--- src/rtl/thr_switch_pkg.sv ---
package thr_switch_pkg;

    typedef enum logic {
        SW_OPERATE = 1'b0,
        SW_RELEASE = 1'b1
    } sw_state_e;

    typedef struct packed {
        int op_pt;
        int rel_pt;
    } thr_pair_t;

    function automatic int clamp_int(input int v, input int lo, input int hi);
        if (v < lo) return lo;
        if (v > hi) return hi;
        return v;
    endfunction

    function automatic int signed_code(input int mag, input logic neg);
        return neg ? -mag : mag;
    endfunction

endpackage

--- src/rtl/thr_calc.sv ---
module thr_calc
    import thr_switch_pkg::*;
#(
    parameter int CODE_W = 7,
    parameter int BASE   = 400,
    parameter int STEP   = 8,
    parameter int HYST   = 60,
    parameter int LO     = -2048,
    parameter int HI     = 2047
) (
    input  logic              clk,
    input  logic              rst,
    input  logic [CODE_W-1:0] trim_mag,
    input  logic              trim_neg,
    output thr_pair_t         thr
);

    int code_s;
    int raw_op;
    int op_c;

    always_comb begin
        code_s     = signed_code(int'(trim_mag), trim_neg);
        raw_op     = BASE + STEP * code_s;
        op_c       = clamp_int(raw_op, LO, HI);
        thr.op_pt  = op_c;
        thr.rel_pt = clamp_int(op_c - HYST, LO, HI);
    end

    // release point never sits above the operate point
    p_rel_below_op_r4: assert property (@(posedge clk) disable iff (rst)
        thr.rel_pt <= thr.op_pt);

    // both points stay inside the sample range
    p_in_range_r4: assert property (@(posedge clk) disable iff (rst)
        thr.op_pt >= LO && thr.op_pt <= HI && thr.rel_pt >= LO);

endmodule

--- src/rtl/por_gate.sv ---
module por_gate #(
    parameter int POR_SAMPLES = 13,
    localparam int CNT_W = $clog2(POR_SAMPLES + 1)
) (
    input  logic clk,
    input  logic rst,
    input  logic smp_valid,
    output logic ready
);

    localparam logic [CNT_W-1:0] LIMIT = CNT_W'(POR_SAMPLES);

    logic [CNT_W-1:0] cnt;

    always_ff @(posedge clk) begin
        if (rst) begin
            cnt <= '0;
        end else if (smp_valid && cnt != LIMIT) begin
            cnt <= cnt + 1'b1;
        end
    end

    assign ready = (cnt == LIMIT);

    // once ready, stays ready until reset
    p_ready_sticky_r3: assert property (@(posedge clk) disable iff (rst)
        ready |=> ready);

    // ready only rises right after a strobe
    p_ready_after_strobe_r3: assert property (@(posedge clk) disable iff (rst)
        (!ready && !smp_valid) |=> !ready);

endmodule

--- src/rtl/hyst_cmp.sv ---
module hyst_cmp
    import thr_switch_pkg::*;
#(
    parameter int FIELD_W = 12
) (
    input  logic                      clk,
    input  logic                      rst,
    input  logic                      smp_valid,
    input  logic                      ready,
    input  logic signed [FIELD_W-1:0] field,
    input  thr_pair_t                 thr,
    output logic                      sw_out
);

    sw_state_e state;
    int        field_x;
    logic      at_op;
    logic      below_rel;
    logic      judge;

    always_comb begin
        field_x   = int'(field);
        at_op     = field_x >= thr.op_pt;
        below_rel = field_x < thr.rel_pt;
        judge     = smp_valid && ready;
    end

    always_ff @(posedge clk) begin
        if (rst) begin
            state <= SW_RELEASE;
        end else if (judge) begin
            case (state)
                SW_RELEASE: if (at_op)     state <= SW_OPERATE;
                SW_OPERATE: if (below_rel) state <= SW_RELEASE;
                default:                   state <= SW_RELEASE;
            endcase
        end
    end

    assign sw_out = (state == SW_RELEASE);

    // output held released until the start-up window ends
    p_por_high_r2: assert property (@(posedge clk) disable iff (rst)
        !ready |-> sw_out);

    // no strobe, no change
    p_no_strobe_hold_r7: assert property (@(posedge clk) disable iff (rst)
        !smp_valid |=> $stable(sw_out));

    // reaching the operate point switches low
    p_operate_r5: assert property (@(posedge clk) disable iff (rst)
        (judge && field_x >= thr.op_pt) |=> !sw_out);

    // falling below the release point switches high
    p_release_r6: assert property (@(posedge clk) disable iff (rst)
        (judge && field_x < thr.rel_pt) |=> sw_out);

    // inside the band the output holds
    p_band_hold_r6: assert property (@(posedge clk) disable iff (rst)
        (judge && field_x >= thr.rel_pt && field_x < thr.op_pt) |=> $stable(sw_out));

endmodule

--- src/rtl/hall_thresh_switch.sv ---
module hall_thresh_switch
    import thr_switch_pkg::*;
#(
    parameter int FIELD_W     = 12,
    parameter int CODE_W      = 7,
    parameter int BASE        = 400,
    parameter int STEP        = 8,
    parameter int HYST        = 60,
    parameter int POR_SAMPLES = 13
) (
    input  logic                      clk,
    input  logic                      rst,
    input  logic                      smp_valid,
    input  logic signed [FIELD_W-1:0] smp_field,
    input  logic [CODE_W-1:0]         trim_mag,
    input  logic                      trim_neg,
    output logic                      sw_out,
    output logic                      out_ready
);

    localparam int FIELD_LO = -(2 ** (FIELD_W - 1));
    localparam int FIELD_HI = (2 ** (FIELD_W - 1)) - 1;

    thr_pair_t thr;
    logic      ready;

    thr_calc #(
        .CODE_W (CODE_W),
        .BASE   (BASE),
        .STEP   (STEP),
        .HYST   (HYST),
        .LO     (FIELD_LO),
        .HI     (FIELD_HI)
    ) u_thr (
        .clk      (clk),
        .rst      (rst),
        .trim_mag (trim_mag),
        .trim_neg (trim_neg),
        .thr      (thr)
    );

    por_gate #(
        .POR_SAMPLES (POR_SAMPLES)
    ) u_por (
        .clk       (clk),
        .rst       (rst),
        .smp_valid (smp_valid),
        .ready     (ready)
    );

    hyst_cmp #(
        .FIELD_W (FIELD_W)
    ) u_cmp (
        .clk       (clk),
        .rst       (rst),
        .smp_valid (smp_valid),
        .ready     (ready),
        .field     (smp_field),
        .thr       (thr),
        .sw_out    (sw_out)
    );

    assign out_ready = ready;

    // after reset release the flag is high and not ready
    p_reset_state_r1: assert property (@(posedge clk)
        rst |=> (sw_out && !out_ready));

endmodule

--- config.mk ---
export PLATFORM = sky130hd
export DESIGN_NAME = hall_thresh_switch
export DESIGN_NICKNAME = d
export VERILOG_FILES = /design/src/rtl/thr_switch_pkg.sv /design/src/rtl/thr_calc.sv /design/src/rtl/por_gate.sv /design/src/rtl/hyst_cmp.sv /design/src/rtl/hall_thresh_switch.sv
export SDC_FILE = /design/constraint.sdc
export NUM_CORES = 1
export LEC_CHECK = 0
export BUFFER_PORTS_ARGS = -buffer_cell sky130_fd_sc_hd__buf_2
export CAP_MARGIN = 20
export CORE_UTILIZATION = 50
export CTS_CLUSTER_DIAMETER = 150
export DETAILED_ROUTE_END_ITERATION = 12
export GPL_TIMING_DRIVEN = 0
export PLACE_DENSITY = 0.73
export SYNTH_ARGS = -nofsm -noshare
export SYNTH_HDL_FRONTEND = slang
export SYNTH_SLANG_ARGS = --single-unit
--- constraint.sdc ---
create_clock -name clk -period 6.7 [get_ports clk]
set_input_delay 0.335 -clock clk [delete_from_list [all_inputs] [get_ports clk]]
set_output_delay 0.335 -clock clk [all_outputs]
set_load 0.03 [all_outputs]
==> impl_metrics.ini, run 1 <==
[status]
status = completed

[cells_and_area]
num_antenna_cells = 0
fin_nets = 504
register_area_um2 = 100
area.growth.synth_to_final_pct = 8.32
fin_util_pct = 56.6
multi_input_area_um2 = 2830
fill_cells = 560
post-route-cell-area_um2 = 3390
stdcell_count = 488
drive_above_1_share_pct = 17.9

[drt]
vias = 3011
drc = 0
via_per_inst = 6.17
drt_pre_antenna_iters = 4
drtAntennaViolNets = 0
routedWlPerCell_um = 15.3
wirelength_um = 7470
drtIter0Drc = 198

[grt]
grt_pass1_wl_um = 12600
grt_start_max_net_pins = 40
grt_overflow = 0
grt_pass1_vias = 2816
grt_util_all_layers_pct = 23.5
antenna_found_initial = 0

[power_and_ir_drop]
irDropWorstVdd_mv = 0.0868
cellLeakagePower_nw = 1.46
finalPower_mw = 0.456
power.density_nw_per_um2 = 135

[timing]
drv_slew = 0
relSlewSlack_pct = 48.1
finalHoldViolations = 0
tightest_slew_ns = 0.779
worst_slack_ns = 0.565
fmax_ghz = 0.163
clock-skew-final_ns = 0.00750
period_minus_slack_ns = 6.13
setup_tns_ns = 0
rsz0062_at_grt = false
post-route-period-util_pct = 91.6
setup_viol = 0
hold_ws_ns = 0.337

[critical_path]
cpMostUsedCell = ha_1
slowest_stage = or3b_1
crit_start = trim_mag[0]
cpPeakStageDelay_ns = 0.47
cp.required_ns = 6.79
worstReg2RegStart = u_por.cnt[1]
worstPathMaxFanout = 10
worstSetupEndpointType = register
worstPathArrival_ns = 6.22
start_kind = input pin
path_class = input pin to register

[placed_design]
dp_hpwl_um = 6040
gp_congestion = 0.866
dpl_worst_slack_ns = -0.0172
dpl.cell_count = 484
postPlaceCellArea_um2 = 3320
port_buffers = 19

[cts]
cts_buffers = 3
clock-root-buffer = clkbuf_8
htree_num_levels = 1
cts_tree = built
clk-insertion-delay-late_ns = 0.23
cts.path.max_buffers = 2
path_clk_slew_ns = 0.04
post_cts.repair.setup_buffers = 0
cts.sinks = 5

[yosys]
synth_nets = 480
synth_area_um2 = 3130
synth_cells = 390
ys_types = 72
yosys_most_used_dff = dfxtp_1
synth_edf_count = 0
synth-seq-cells = 5
ys_seq_area_share_pct = 3.20
synth.most_common_cell = ha_1
synth_async_sr_flop_share_pct = 0
synth_top_area_share_pct = 26.8
synthTopCellsByArea = ha_1 (27%), nor3b_2 (6.4%), a21oi_1 (4.0%)
netlist_top_cells_count = ha_1 (67), inv_1 (26), a21oi_1 (25), nor2_1 (24), nand2_1 (19)
postSynthAreaPerCell_um2 = 8.02
yosys_warnings = 0
synth_top_cell_by_area = ha_1

[die]
dieArea_um2 = 6580
ios = 25
initial_core_util_pct = 52.2
placementRows = 28
fp.dieW_um = 81.1
fp.dieH_um = 81.1
core_area_um2 = 5990

[min_path]
hold_class = input pin to register
min_from = rst

[job]
max_cap_viol_count = 0
-- report_power, final --
| part | switching (mW) | internal [mW] |
|---|---|---|
| Sequential | 0.00157 | 0.0313 |
| Combinational | 0.208 | 0.158 |
| Clock | 0.0163 | 0.0410 |
| Total | 0.226 | 0.231 |
-- placed cells by master (no fill, tap or decap), drive strengths merged, types with 3 or more instances in the layout --
cell type,count
a31oi,5
o22ai,7
or3,3
nor3,6
a21oi,25
a41o,7
inv,27
ha,67
o31ai,5
o211ai,6
nand2b,12
nor3b,22
nand2,19
nor2b,5
nor2,26
xnor2,14
nand3,12
a211oi,9
xor2,5
clkbuf,11
o221ai,4
a21o,7
o21ai,23
buf,31
nand4,14
dfxtp,5
and3,3
-- routing by layer --
metal  part of all wire, %  global-route usage, %  vias up
met1                    51                   33.3     1419
met2                    46                   40.8       46
met3                   2.7                  0.787        4
li1                      -                      -     1542
met5                     0                      0        -
met4                  0.43                   1.96        0
-- final timing paths --
check	endpoint	slack (ns)	cells after the start
worst max-delay path	u_cmp.sw_out	0.57	28
worst min-delay path	u_por.cnt[3]	0.34	2
worst max register to register	u_por.cnt[3]	5.03	7
worst min register to register	u_cmp.sw_out	0.54	2
-- state kept, by name (all words and copies together) (netlist names) --
name and flops:
u_cmp.sw_out 1, u_por.cnt 4
-- what timing repair did --
action / in CTS / in global routing
resized for setup: 0 / 5
hold buffers: 0 / 0
endpoints found under the setup margin: 0 / 1
-- cell type report --
cell class                 count  share of cell area [%]
sequential                     5                    2.95
multi-input combinational    339                    83.4
clock buffer                   4                    1.33
buffer                        19                    3.73
timing repair buffer          19                    2.81
inverter                      27                    2.99
tap                           75                    2.77
-- critical path, delay by kind of cell --
family	cells	cell delay, ns
and+or+nand+nor	9	1.85
AOI/OAI and AO/OA	8	1.78
buffers and inverters	7	1.20
adders and majority gates	4	1.06
-- cells by family (layout without fill, tap and decap cells) --
family	Yosys count	after routing	synth area share [%]
AOI/OAI and AO/OA	119	119	30.0
xor gates and xnor gates	19	19	5.92
DFF	5	5	3.20
and+or+nand+nor	133	133	26.6
buffers and inverters	46	69	7.20
adders and majority gates	67	67	26.8
muxes	1	1	0.320
Note: power is estimated with default switching activity, not from simulation.
==> inputs of run 2 (changes only) <==
==> constraint.sdc (replaced) <==
create_clock -name clk -period 6.7 [get_ports clk]
set_input_delay 1.34 -clock clk [delete_from_list [all_inputs] [get_ports clk]]
set_output_delay 1.34 -clock clk [all_outputs]
set_load 0.03 [all_outputs]
==> run 2 against run 1 <==
Combinational power increased by 6.0%. Non-clock buffer count increased by 3. Utilization increased by 2.5 points. Via count increased by 1.7%. Cell count increased by 0.61%. Clock power decreased by 3%. Flip-flop and latch count unchanged. Critical path depth decreased by 2. Cell area increased by 4.4%. Fmax decreased by 4.1%. Sequential power about the same. Die area unchanged. Critical path type unchanged. Critical endpoint unchanged. Largest power group unchanged.
==> impl_metrics.ini, run 2 (synthesis gave the netlist of run 1 again) <==
[cells_and_area]
stdcell_count = 491
largest_reg_flops = 4
fill_cells = 540
fin_nets = 507
fin_util_pct = 59.1
num_antenna_cells = 0
area.growth.synth_to_final_pct = 13.1
mostFrequentLayoutCell = ha_1
drive_above_1_share_pct = 23.1
layout_common_cells = ha_1 (65), inv_1 (25), a21oi_1 (25), buf_2 (23), nor2_1 (23)
regMostFlops = u_por.cnt

[timing]
setup_tns_ns = 0
setup_viol = 0
fmax_ghz = 0.156
drv_slew = 0
period_minus_slack_ns = 6.40
finalHoldViolations = 0
tightest_slew_ns = 0.789
clock-skew-final_ns = 0.00312
hold_ws_ns = 0.515
relSlewSlack_pct = 47.4
post-route-period-util_pct = 95.5

[placed_design]
dpl.cell_count = 484
dp_hpwl_um = 5900
port_buffers = 19
gp_congestion = 0.868

[grt]
grt_start_max_net_pins = 40
grt_pass1_vias = 2798
grt_overflow = 0
antenna_found_initial = 0
grt_pass1_wl_um = 12200
grt_util_all_layers_pct = 22.8

[drt]
drtIter0Drc = 190
drtAntennaViolNets = 0
drt_pre_antenna_iters = 5
vias = 3063
wirelength_um = 7580
routedWlPerCell_um = 15.4
via_per_inst = 6.24
drc = 0

[critical_path]
worstSetupEndpointType = register
path_class = input pin to register
start_kind = input pin
worstPathArrival_ns = 6.49
cp.required_ns = 6.79
worstPathMaxFanout = 10

[cts]
clock-root-buffer = clkbuf_8
htree_num_levels = 1
cts_buffers = 3
cts_tree = built
path_clk_slew_ns = 0.04
cts.path.max_buffers = 2
cts.sinks = 5
clk-insertion-delay-late_ns = 0.22

[die]
fp.dieH_um = 81.1
fp.dieW_um = 81.1
dieArea_um2 = 6580
placementRows = 28
initial_core_util_pct = 52.2
core_area_um2 = 5990
ios = 25

[power_and_ir_drop]
finalPower_mw = 0.476
power.density_nw_per_um2 = 135
irDropWorstVdd_mv = 0.140
cellLeakagePower_nw = 1.51

[job]
max_cap_viol_count = 0

[min_path]
hold_class = register to register

[status]
status = completed
-- run 2: repair_timing --
| action | 4_1_cts | 5_1_grt |
|---|---|---|
| buffers inserted | 1 | 3 |
| pin swaps | 3 | 8 |
| endpoints found under the setup margin | 1 | 1 |
| hold buffers | 0 | 0 |
| resized for setup | 15 | 24 |
-- run 2: layer usage --
metal	wire (µm)	track usage, %	share of wire [%]	up-vias
met2	3660	38.7	48	89
met4	27	2.68	0.36	0
met1	3580	31.9	47	1425
met3	311	1.91	4.1	2
li1	-	-	-	1547
met5	0	0	0	-
-- run 2: final timing paths --
path           startpoint           end  slack (ns)  depth (start not counted)
max           trim_mag[0]  u_cmp.sw_out        0.30                         26
min          u_por.cnt[3]  u_por.cnt[3]        0.52                          2
max reg2reg  u_por.cnt[1]  u_por.cnt[3]        5.13                          7
min reg2reg  u_por.cnt[3]  u_por.cnt[3]        0.52                          2
-- run 2: area by class of cell --
cell class	count	area, µm²	share of cell area (%)
Buffer	18	138	3.89
Clock buffer	4	45.0	1.27
Inverter	27	106	3.00
Multi-Input combinational cell	339	2930	82.7
Sequential cell	5	100	2.83
Tap cell	75	93.8	2.65
Timing Repair Buffer	23	129	3.64
-- run 2: power by group --
part	leakage, nW	internal (mW)	switching (mW)	total (mW)
Combinational	1.44	0.170	0.219	0.388
Clock	0.0228	0.0408	0.0145	0.0553
Sequential	0.0409	0.0313	0.00145	0.0328
Total	1.51	0.242	0.235	0.476
-- run 2: worst max-delay path, stage by stage --
cell and delay, ns:
buf_2 0.15, inv_1 0.12, ha_4 0.18, or3b_4 0.42, nor3_2 0.12, ha_2 0.31, o21a_1 0.12, a211o_1 0.34
and3_1 0.24, inv_1 0.07, ha_1 0.24, buf_2 0.20, inv_4 0.12, nand2_1 0.14, o22ai_4 0.19, o21ai_4 0.14
o32ai_4 0.31, o21ai_1 0.14, ha_1 0.31, a21oi_1 0.07, o21ai_1 0.17, o21ai_1 0.14, a2111oi_4 0.40, o31ai_1 0.13
a41oi_1 0.23, o221ai_1 0.13
-- run 2: through the flow --
| step | instance area [µm²] | worst slack, ns |
|---|---|---|
| after floorplan | 3130 | 0.0737 |
| after global placement | 3320 | -0.846 |
| after detailed placement | 3320 | -0.938 |
| after CTS | 3420 | 0.0168 |
| after global routing | 3540 | -0.0539 |
| final | 3540 | 0.304 |
